[src/rtl/road_hit_pkg.sv]
package road_hit_pkg;

   localparam int          WORD_W  = 32;
   localparam logic [7:0]  HDR_TAG = 8'hE1;
   localparam logic [7:0]  TRL_TAG = 8'hFE;

   typedef enum logic [2:0] {
      ST_IDLE,
      ST_COLLECT,
      ST_REQ,
      ST_HDR,
      ST_HIT,
      ST_TRL
   } rd_state_t;

endpackage

[src/rtl/road_table.sv]
module road_table #(
   parameter int NROADS = 46,
   parameter int CW     = 12,
   parameter int IDXW   = 6
) (
   input  logic            clk,
   input  logic            rst_n,
   input  logic            ld_we,
   input  logic [IDXW-1:0] ld_idx,
   input  logic [CW-1:0]   ld_lo,
   input  logic [CW-1:0]   ld_hi,
   input  logic            clr,
   input  logic [CW-1:0]   q_val,
   output logic            m_hit,
   output logic [IDXW-1:0] m_idx,
   output logic            ovf
);

   localparam logic [IDXW-1:0] LAST_IDX = IDXW'(NROADS - 1);

   logic [NROADS-1:0] vld_q;
   logic [NROADS-1:0] match;
   logic [CW-1:0]     lo_q [NROADS];
   logic [CW-1:0]     hi_q [NROADS];

   initial begin
      assert (NROADS >= 1 && NROADS <= 255);
      assert (IDXW == $clog2(NROADS + 1));
   end

   always_ff @(posedge clk or negedge rst_n) begin
      if (!rst_n) begin
         vld_q <= '0;
         for (int r = 0; r < NROADS; r++) begin
            lo_q[r] <= '0;
            hi_q[r] <= '0;
         end
      end else if (clr) begin
         vld_q <= '0;
      end else if (ld_we) begin
         for (int r = 0; r < NROADS; r++) begin
            if (ld_idx == IDXW'(r)) begin
               vld_q[r] <= 1'b1;
               lo_q[r]  <= ld_lo;
               hi_q[r]  <= ld_hi;
            end
         end
      end
   end

   always_ff @(posedge clk or negedge rst_n) begin
      if (!rst_n)
         ovf <= 1'b0;
      else if (clr)
         ovf <= 1'b0;
      else if (ld_we && (ld_idx > LAST_IDX))
         ovf <= 1'b1;
   end

   // one window comparator per slot
   for (genvar g = 0; g < NROADS; g++) begin : g_cmp
      assign match[g] = vld_q[g] && (q_val >= lo_q[g]) && (q_val <= hi_q[g]);
   end

   // lowest slot index wins
   always_comb begin
      m_hit = 1'b0;
      m_idx = '0;
      for (int i = NROADS - 1; i >= 0; i--) begin
         if (match[i]) begin
            m_hit = 1'b1;
            m_idx = IDXW'(i);
         end
      end
   end

   AST_HIT_IN_ROAD: assert property (@(posedge clk) disable iff (!rst_n)
      m_hit |-> (vld_q[m_idx] && q_val >= lo_q[m_idx] && q_val <= hi_q[m_idx]));

   AST_LOWEST_SLOT: assert property (@(posedge clk) disable iff (!rst_n)
      m_hit |-> ($countones(match & ((NROADS'(1) << m_idx) - NROADS'(1))) == 0));

   AST_OVF_SOURCE: assert property (@(posedge clk) disable iff (!rst_n)
      $rose(ovf) |-> $past(ld_we && !clr && (ld_idx > LAST_IDX)));

endmodule

[src/rtl/hit_store.sv]
module hit_store #(
   parameter int DEPTH = 32,
   parameter int EW    = 18,
   parameter int PW    = $clog2(DEPTH),
   parameter int CNTW  = $clog2(DEPTH + 1)
) (
   input  logic            clk,
   input  logic            rst_n,
   input  logic            clr,
   input  logic            wr,
   input  logic [EW-1:0]   wdata,
   input  logic [PW-1:0]   rd_ptr,
   output logic [EW-1:0]   rdata,
   output logic [CNTW-1:0] cnt,
   output logic            drop
);

   localparam logic [CNTW-1:0] FULL = CNTW'(DEPTH);

   logic [EW-1:0] mem [DEPTH];

   initial begin
      assert (DEPTH >= 2 && DEPTH <= 1024);
      assert (PW == $clog2(DEPTH) && CNTW == $clog2(DEPTH + 1));
   end

   always_ff @(posedge clk) begin
      if (wr && (cnt < FULL))
         mem[cnt[PW-1:0]] <= wdata;
   end

   always_ff @(posedge clk or negedge rst_n) begin
      if (!rst_n) begin
         cnt  <= '0;
         drop <= 1'b0;
      end else if (clr) begin
         cnt  <= '0;
         drop <= 1'b0;
      end else if (wr) begin
         if (cnt < FULL)
            cnt <= cnt + CNTW'(1);
         else
            drop <= 1'b1;
      end
   end

   assign rdata = mem[rd_ptr];

   AST_CNT_BOUND: assert property (@(posedge clk) disable iff (!rst_n)
      cnt <= FULL);

   AST_DROP_WHEN_FULL: assert property (@(posedge clk) disable iff (!rst_n)
      $rose(drop) |-> ($past(cnt) == FULL));

endmodule

[src/rtl/readout_ctrl.sv]
module readout_ctrl
   import road_hit_pkg::*;
#(
   parameter int PW   = 5,
   parameter int CNTW = 6,
   parameter int EVW  = 8
) (
   input  logic            clk,
   input  logic            rst_n,
   input  logic            evt_start,
   input  logic            evt_end,
   input  logic            bus_gnt,
   input  logic [CNTW-1:0] hit_cnt,
   output rd_state_t       state,
   output logic            collecting,
   output logic            store_clr,
   output logic [PW-1:0]   rd_ptr,
   output logic [EVW-1:0]  evt_num,
   output logic            bus_req,
   output logic            bus_hold,
   output logic            out_wr
);

   always_ff @(posedge clk or negedge rst_n) begin
      if (!rst_n) begin
         state   <= ST_IDLE;
         rd_ptr  <= '0;
         evt_num <= '0;
      end else begin
         case (state)
            ST_IDLE:    if (evt_start) state <= ST_COLLECT;
            ST_COLLECT: if (evt_end)   state <= ST_REQ;
            ST_REQ:     if (bus_gnt)   state <= ST_HDR;
            ST_HDR: if (bus_gnt) begin
               rd_ptr <= '0;
               state  <= (hit_cnt == '0) ? ST_TRL : ST_HIT;
            end
            ST_HIT: if (bus_gnt) begin
               if (CNTW'(rd_ptr) + CNTW'(1) == hit_cnt)
                  state <= ST_TRL;
               else
                  rd_ptr <= rd_ptr + PW'(1);
            end
            ST_TRL: if (bus_gnt) begin
               state   <= ST_IDLE;
               evt_num <= evt_num + EVW'(1);
            end
            default: state <= ST_IDLE;
         endcase
      end
   end

   assign collecting = (state == ST_COLLECT);
   assign store_clr  = (state == ST_IDLE) && evt_start;
   assign bus_hold   = (state == ST_HDR) || (state == ST_HIT) || (state == ST_TRL);
   assign bus_req    = bus_hold || (state == ST_REQ);
   assign out_wr     = bus_hold && bus_gnt;

   AST_WR_NEEDS_GNT: assert property (@(posedge clk) disable iff (!rst_n)
      out_wr |-> bus_gnt);

   AST_HOLD_AFTER_REQ: assert property (@(posedge clk) disable iff (!rst_n)
      $rose(bus_hold) |-> $past(bus_req && bus_gnt));

   AST_REQ_DROPS_WITH_HOLD: assert property (@(posedge clk) disable iff (!rst_n)
      $fell(bus_hold) |-> !bus_req);

endmodule

[src/rtl/road_hit_filter.sv]
module road_hit_filter
   import road_hit_pkg::*;
#(
   parameter int  NROADS    = 46,
   parameter int  CW        = 12,
   parameter int  HIT_DEPTH = 32,
   localparam int IDXW      = $clog2(NROADS + 1)
) (
   input  logic              clk,
   input  logic              rst_n,
   input  logic              road_we,
   input  logic [IDXW-1:0]   road_idx,
   input  logic [CW-1:0]     road_lo,
   input  logic [CW-1:0]     road_hi,
   input  logic              road_clr,
   input  logic              evt_start,
   input  logic              evt_end,
   input  logic              cen_valid,
   input  logic [CW-1:0]     cen_val,
   input  logic              bus_gnt,
   output logic              bus_req,
   output logic              bus_hold,
   output logic              out_wr,
   output logic [WORD_W-1:0] out_data
);

   localparam int PW   = $clog2(HIT_DEPTH);
   localparam int CNTW = $clog2(HIT_DEPTH + 1);
   localparam int EW   = IDXW + CW;
   localparam int EVW  = 8;

   initial begin
      assert (CW >= 1 && CW <= 16);
   end

   logic            m_hit;
   logic [IDXW-1:0] m_idx;
   logic            road_ovf;
   logic            collecting;
   logic            store_clr;
   logic [PW-1:0]   rd_ptr;
   logic [EW-1:0]   rd_entry;
   logic [CNTW-1:0] hit_cnt;
   logic            hit_drop;
   logic [EVW-1:0]  evt_num;
   rd_state_t       state;

   road_table #(.NROADS(NROADS), .CW(CW), .IDXW(IDXW)) u_table (
      .clk    (clk),
      .rst_n  (rst_n),
      .ld_we  (road_we),
      .ld_idx (road_idx),
      .ld_lo  (road_lo),
      .ld_hi  (road_hi),
      .clr    (road_clr),
      .q_val  (cen_val),
      .m_hit  (m_hit),
      .m_idx  (m_idx),
      .ovf    (road_ovf)
   );

   hit_store #(.DEPTH(HIT_DEPTH), .EW(EW), .PW(PW), .CNTW(CNTW)) u_store (
      .clk    (clk),
      .rst_n  (rst_n),
      .clr    (store_clr),
      .wr     (collecting && cen_valid && m_hit),
      .wdata  ({m_idx, cen_val}),
      .rd_ptr (rd_ptr),
      .rdata  (rd_entry),
      .cnt    (hit_cnt),
      .drop   (hit_drop)
   );

   readout_ctrl #(.PW(PW), .CNTW(CNTW), .EVW(EVW)) u_ctrl (
      .clk        (clk),
      .rst_n      (rst_n),
      .evt_start  (evt_start),
      .evt_end    (evt_end),
      .bus_gnt    (bus_gnt),
      .hit_cnt    (hit_cnt),
      .state      (state),
      .collecting (collecting),
      .store_clr  (store_clr),
      .rd_ptr     (rd_ptr),
      .evt_num    (evt_num),
      .bus_req    (bus_req),
      .bus_hold   (bus_hold),
      .out_wr     (out_wr)
   );

   logic [IDXW-1:0] ent_idx;
   logic [CW-1:0]   ent_cen;
   assign {ent_idx, ent_cen} = rd_entry;

   always_comb begin
      case (state)
         ST_HDR:  out_data = {HDR_TAG, evt_num, 16'(hit_cnt)};
         ST_HIT:  out_data = {8'(ent_idx), 8'h00, 16'(ent_cen)};
         ST_TRL:  out_data = {TRL_TAG, 22'b0, hit_drop, road_ovf};
         default: out_data = '0;
      endcase
   end

   AST_TRAILER_LAST: assert property (@(posedge clk) disable iff (!rst_n)
      $fell(bus_hold) |-> $past(out_wr && out_data[31:24] == TRL_TAG));

   AST_STALL_STABLE: assert property (@(posedge clk) disable iff (!rst_n)
      (bus_hold && !bus_gnt) |=> (!bus_hold || $stable(out_data)));

endmodule

[config.mk]
export PLATFORM = sky130hd
export DESIGN_NAME = road_hit_filter
export DESIGN_NICKNAME = d
export VERILOG_FILES = /design/src/rtl/road_hit_pkg.sv /design/src/rtl/road_table.sv /design/src/rtl/hit_store.sv /design/src/rtl/readout_ctrl.sv /design/src/rtl/road_hit_filter.sv
export SDC_FILE = /design/constraint.sdc
export NUM_CORES = 2
export LEC_CHECK = 0
export ABC_CLOCK_PERIOD_IN_PS = 5000
export CORE_ASPECT_RATIO = 1.25
export CORE_MARGIN = 3
export CORE_UTILIZATION = 60
export DETAILED_ROUTE_END_ITERATION = 16
export HOLD_SLACK_MARGIN = 0.12
export PLACE_DENSITY = 0.76
export REMOVE_ABC_BUFFERS = 1
export SYNTH_ARGS = -nofsm -noshare
export SYNTH_HDL_FRONTEND = slang
export SYNTH_SLANG_ARGS = --single-unit
[constraint.sdc]
create_clock -name clk -period 5 [get_ports clk]
set_clock_uncertainty 0.05 [all_clocks]
set_input_delay 0.5 -clock clk [delete_from_list [all_inputs] [get_ports clk]]
set_output_delay 0.5 -clock clk [all_outputs]
set_load 0.01 [all_outputs]
# Yosys cells after proc, flatten, opt, wreduce, memory -nomap -nowiden
# Memory sizes are Yosys's and may differ from the RTL's.
# Index checks and enable logic that the tools add are counted.
[word_totals] ff_bits=1174 ramBits=576 out_inout_bits=35 word_cells=720 n_memories=1
[mem_list] name="u_store.mem" depth=32 width=18 read_ports=1 rd_clocked_by_memory_dff=0 write_ports=1 line="hit_store.sv:20" source="logic [EW-1:0] mem [DEPTH];"
[classes] n_addsub=4 order_cmp=94 eq_ne=60 n_mux=164 bitwise=1 n_reduce_logical=252
[op_table] cell="greater-or-equal comparator 12 bit" count=46
[op_table] cell="<= comparator 12 bit" count=46
[op_table] cell="two-way mux 6 bit" count=49
[op_table] cell="AND reduction 3 bit" count=46
[op_table] cell="nonzero test 2 bit" count=51
[op_table] cell="two-way mux 1 bit" count=100
[op_table] cell="logical AND 1 bit" count=98
[op_table] cell="AND reduction 2 bit" count=49
[op_table] cell="== test 6 x 5 -> 1 bit (second input constant)" count=16
[op_table] cell="case mux 32 bit (3 select lines)" count=1
[op_table] cell="two-way mux 46 bit" count=2
[op_table] cell="== test 6 bit (second input constant)" count=14
[op_table] cell="== test 6 x 4 -> 1 bit (second input constant)" count=8
[op_table] cell="== test 6 x 3 -> 1 bit (second input constant)" count=4
[op_table] cell="two-way mux 3 bit" count=7
[op_table] cell="case mux 3 bit (6 select lines)" count=1
[op_table] cell="inequality test 2 bit (second input constant)" count=8
[op_table] cell="two-way mux 5 bit" count=3
[op_table] cell="== test 6 x 2 -> 1 bit (second input constant)" count=2
[op_table] cell="zero test 6 bit" count=2
[op_table] cell="case mux 5 bit (2 select lines)" count=1
[op_table] cell="adder 8 x 1 -> 8 bit (second input constant)" count=1
[op_table] cell="AND reduction 7 bit" count=1
[op_table] cell="adder 5 x 1 -> 6 bit (second input constant)" count=1
[op_table] cell="14 further kinds" count=18

# Depth between registers and ports, before layout
[depth] depth_word=53 depth_mapped=13 depth_no_buf=12

# Cells and area by module
# Synthesis repeated with hierarchy kept, for this count alone.
[hier_totals] hier_cells=8143 area_unflattened_um2=94424.3
[modules_own_cells] module="road_table" n_inst=1 cells_per_inst=6681 area_per_inst_um2=69952.1 seq_area_each_um2=28802.6
[modules_own_cells] module="hit_store" n_inst=1 cells_per_inst=1297 area_per_inst_um2=23025.8 seq_area_each_um2=17471.8
[modules_own_cells] module="readout_ctrl" n_inst=1 cells_per_inst=115 area_per_inst_um2=1073.5 seq_area_each_um2=400.4
[modules_own_cells] module="road_hit_filter" n_inst=1 cells_per_inst=50 area_per_inst_um2=372.9 seq_area_each_um2=0.0

# Worst setup path after synthesis
# No wires, ideal clock.
[synth_timing] path_kind="input-to-reg" from="input port cen_val[0]" to="memory u_store.mem[12][0] (enable)" setup_ps=416 arrival_time_ps=5484 required_ps=4534 path_slack_ps=-950 cell_stages=13 path_buffers=1 path_cell_list="inv_1 ha_1 nor2b_1 o211ai_1 a21oi_1 a2111oi_0 o221ai_4 nand2_2 or3_4 or4_1 buf_6 o21bai_4 nor3_1"
[synth_via] elab_chain_len=53 word_cells_on_any_way=234 classes_between="order compare (92); mux (48); reduce/logical (94)"
[synth_lines] item="start: declaration" line="road_hit_filter.sv:19" source="input logic [CW-1:0] cen_val,"
[synth_lines] item="greater-or-equal comparator 12 bit" line="road_table.sv:62" source="assign match[g] = vld_q[g] && (q_val >= lo_q[g]) && (q_val <= hi_q[g]);"
[synth_lines] item="logical AND 1 bit (2 in a row)" line="road_table.sv:62"
[synth_lines] item="two-way mux 1 bit (45 in a row)" line="road_table.sv:70" source="if (match[i]) begin"
[synth_lines] item="two-way mux 1 bit (*)" line="road_table.sv:70"
[synth_lines] item="logical AND 1 bit (*)" line="road_hit_filter.sv:66" source=".wr (collecting && cen_valid && m_hit),"
[synth_lines] item="logical AND 1 bit (*)" line="hit_store.sv:28" source="if (wr && (cnt < FULL))"
[synth_lines] item="two-way mux 1 bit (*)" line="hit_store.sv:28"
[synth_lines] item="two-way mux 1 bit (not written as such) (*)" line="hit_store.sv:29" source="mem[cnt[PW-1:0]] <= wdata;"
[synth_lines] item="end: declaration" line="hit_store.sv:20"
# Mark *: on every way between the ends. The rest lies on a longest branch, timed or not.

# Worst setup path after layout
[layout_timing] from="register u_ctrl.rd_ptr[0]" to="output port out_data[9]"
[layout_via] elab_chain_len=2
[layout_lines] item="start: declaration" line="readout_ctrl.sv:17" source="output logic [PW-1:0] rd_ptr,"
[layout_lines] item="start signal: assignment" line="readout_ctrl.sv:42" source="rd_ptr <= rd_ptr + PW'(1);"
[layout_lines] item="memory (32 x 18 bit)"
[layout_lines] item="case mux 32 bit (3 select lines)" line="road_hit_filter.sv:96" source="case (state)"
[layout_lines] item="end: declaration" line="road_hit_filter.sv:24" source="output logic [WORD_W-1:0] out_data"
# Every way passes these cells.

==> key figures <==
Logic synthesis
  – Post-synth top flop: dfrtp_1
  – Synth Register Bits: 1750
  – Sequential fraction of the synthesis area: 49.8%
  – Synth top area cells: dfrtp_1 31%, edfxtp_1 18%, ha_1 15%
  – Number of flops mapped to enable cells by yosys: 576
  – Area leader, netlist: dfrtp_1
  – Mapped cell area: 0.0936 mm^2
  – Yosys warning count: 0
  – Post-Syn Area per Cell: 11.7 um^2
  – Top-area cell type share of the netlist area: 31.4%
  – Async SR Flop Fraction: 67.1%
  – Netlist cell types: 92
  – Post-synthesis cell count: 8005

Routing
  – Drt total wl: 268 mm
  – Antenna Nets Post-Route: 0
  – DR pass1 iterations: 6
  – DR vias: 65600
  – WL/cell: 25.5 um
  – Starting DRT DRC Count: 5777
  – DR DRC count: 0
  – Avg Vias per Cell: 6.24

CTS
  – Clock Root Buffer: clkbuf_16
  – CTS H-tree lvls: 4
  – TritonCTS clock tree: done
  – Post-CTS Setup Inserts: 0
  – Worst-path clk slew: 60 ps
  – Worst-skew pair later-pin latency: 830 ps
  – TritonCTS Buffers: 169
  – Clock Sinks: 1750
  – Deepest clock path buffer count: 3

STA
  – Relative slew slack: 18.3%
  – Worst-Margin Slew: 1230 ps
  – Final Hold Fails: 0
  – Fmax: 205 MHz
  – RSZ-0062 raised after global routing: false
  – Setup_tns: 0 ps
  – # setup viols final: 0
  – Final WS setup: 132 ps
  – Final-report max-slew violation count: 0
  – WHS: 181 ps
  – Period utilization: 97.4%
  – Shortest period the worst path allows: 4870 ps

Min path
  – Worst hold-check path type: primary input to asynchronous set/reset pin

Pwr
  – Switching Fraction: 28.3%
  – Peak VDD IR: 0.000376 V
  – P_sw: 10.5 mW
  – Pwr per Cell Area: 350 mW/mm^2
  – Leak: 47.1 nW
  – Internal power: 26.5 mW
  – Combinational share of power: 20.4%
  – Flop pwr share: 43.8%
  – Clock Power Share: 35.8%

Setup path
  – R2R Setup Slk: 510 ps
  – Crit. Startpoint: u_ctrl.rd_ptr[0]$_DFFE_PN0P_
  – CP Data Arrival Time: 4320 ps
  – Max Fanout on Critical Path: 22
  – Worst path required time: 4450 ps
  – R2R depth: 16
  – CP startpoint kind: flip-flop
  – Critical Path Sink Type: primary output
  – Crit Reg-Reg Startpoint: u_table.lo_q[312]$_DFFE_PN0P_
  – Critical Path Sink: out_data[9]
  – FF-to-FF End: u_store.mem[0][7]$_DFFE_PP_
  – Critical path class: flip-flop to primary output

Floorplanning
  – DIE WIDTH: 359 um
  – Die Y: 448 um
  – Core area: 0.155 mm^2
  – Placement row count: 161
  – Starting Density: 60.6%
  – Die area: 0.161 mm^2
  – Ports: 85

Final layout
  – Most common cell after layout, fill and taps aside: dfrtp_1
  – Number of fillers in the final layout: 10700
  – Fin nets: 9488
  – Fraction of final layout cells sized beyond drive strength 1: 20.0%
  – Commonest non-fill, non-tap cells in the layout: 1171 x dfrtp_1, 1110 x ha_1, 1078 x inv_1
  – Area delta synth->final: 12.7%
  – Final std cell area, no fill: 0.106 mm^2

Placed design
  – Setup WS pre-CTS: -349 ps
  – RD Place Congestion: 0.943
  – Placed cell area: 0.0997 mm^2
  – Number of port buffers: 80
  – HPWL after DPL: 170 mm

Global routing
  – Tot GR Track Use: 33.3%
  – Largest net degree at the start of global routing: 171
  – First-pass GRT wire length: 403 mm
  – Vias in the first global route: 66700
  – Global route overflow: 0
  – Initial antenna violation count: 13

Run status
  – Status: completed

Flow run
  – Max-cap violation count: 0
-- how the worst min path moves through the flow --
stage	startpoint	slack (ps)	endpoint	cells after the start
after floorplan	rst_n	150	u_ctrl.evt_num[0]$_DFFE_PN0P_	0
after global placement	u_table.vld_q[11]$_DFFE_PN0P_	400	u_table.vld_q[11]$_DFFE_PN0P_	1
after detailed placement	u_table.vld_q[43]$_DFFE_PN0P_	410	u_table.vld_q[43]$_DFFE_PN0P_	1
after CTS	road_lo[8]	140	u_table.lo_q[464]$_DFFE_PN0P_	3
after global routing	road_lo[8]	190	u_table.lo_q[464]$_DFFE_PN0P_	3
final	rst_n	180	u_table.hi_q[177]$_DFFE_PN0P_	2
-- per-stage QoR --
step / power, mW / std cells / util, %
after floorplan: 21.1 / 7672 / -
after global placement: 23.5 / 10200 / 64.5
after detailed placement: 23.8 / 10200 / 64.5
after CTS: 37.0 / 10500 / 68.3
after global routing: 38.5 / 10500 / 68.3
final: 37.0 / 10500 / 68.3
-- worst max-delay path, stage by stage (launching register included) --
cell and delay [ps]:
dfrtp_4 780, buf_4 400, mux2i_1 130, nor2_1 120, nor2_1 70, o21ai_0 230
o22ai_1 160, a211oi_1 700, a21oi_1 140, nor2_1 160, clkdlybuf4s50_1 590
-- Yosys cell counts, drive strengths merged, types with 10 or more instances --
| master | number |
|---|---|
| a2111o | 10 |
| a2111oi | 31 |
| a211o | 20 |
| a211oi | 71 |
| a21o | 139 |
| a21oi | 321 |
| a221oi | 21 |
| a2bb2oi | 10 |
| a31oi | 29 |
| and2 | 19 |
| and3 | 22 |
| and4 | 21 |
| buf | 59 |
| clkbuf | 277 |
| dfrtp | 1174 |
| edfxtp | 576 |
| ha | 1110 |
| inv | 1079 |
| mux2 | 820 |
| mux2i | 123 |
| mux4 | 96 |
| nand2 | 505 |
| nand2b | 55 |
| nand3 | 91 |
| nand4 | 140 |
| nor2 | 196 |
| nor2b | 71 |
| nor3 | 66 |
| nor4 | 10 |
| o2111ai | 27 |
| o211ai | 61 |
| o21a | 32 |
| o21ai | 515 |
| o221ai | 43 |
| o22ai | 36 |
| o31ai | 12 |
| or2 | 13 |
| or3 | 15 |
-- flip-flops by register name (all words and copies together), names as in the netlist --
name,count
u_ctrl.evt_num,8
u_ctrl.rd_ptr,5
u_ctrl.state,3
u_store.cnt,6
u_store.drop,1
u_store.mem,576
u_table.hi_q,552
u_table.lo_q,552
u_table.ovf,1
u_table.vld_q,46
-- kinds of logic after synthesis --
kind of cell             Yosys count  synth area share, %
AO/OA/AOI/OAI                   1431                 9.65
XOR/XNOR                          12                0.112
adder cells (fa/ha/maj)         1110                 14.8
buffers and inverters           1416                 5.73
flip-flops                      1750                 49.8
multiplexers                    1039                 13.5
other                              1              0.00400
AND/OR/NAND/NOR                 1246                 6.36
-- timing repair --
item,CTS,global route
endpoints found under the setup margin,0,3
endpoints found under the hold margin,178,0
hold buffers,13,0
gates resized for setup,0,1
-- routing by layer --
metal | vias to the layer above | track usage (%) | wire length (um)
met4 | 6 | 19.2 | 17300
met5 | - | 0 | 41
met2 | 2690 | 56.1 | 129000
li1 | 29200 | - | -
met1 | 32900 | 41.1 | 103000
met3 | 760 | 5.29 | 18500
-- power groups by stage --
stage,clock (mW),sequential [mW],combinational (mW)
6_report,13.2,16.2,7.56
5_1_grt,13.9,16.3,8.27
4_1_cts,13.4,16.2,7.49
3_5_place_dp,0,16.4,7.39
3_3_place_gp,0,16.4,7.10
2_1_floorplan,0,16.6,4.51
-- cell type report --
class	count	area, um^2	share of cell area (%)
clock inverters	68	868	0.823
diodes	5	12.5	0.0119
inverters	1080	4060	3.85
flip-flops and latches	1750	46700	44.2
well taps	2037	2550	2.41
multi-input cells	4842	41800	39.6
clock buffers	239	4840	4.58
repair buffers	485	4750	4.50
Note: power is estimated with default switching activity, not from simulation.
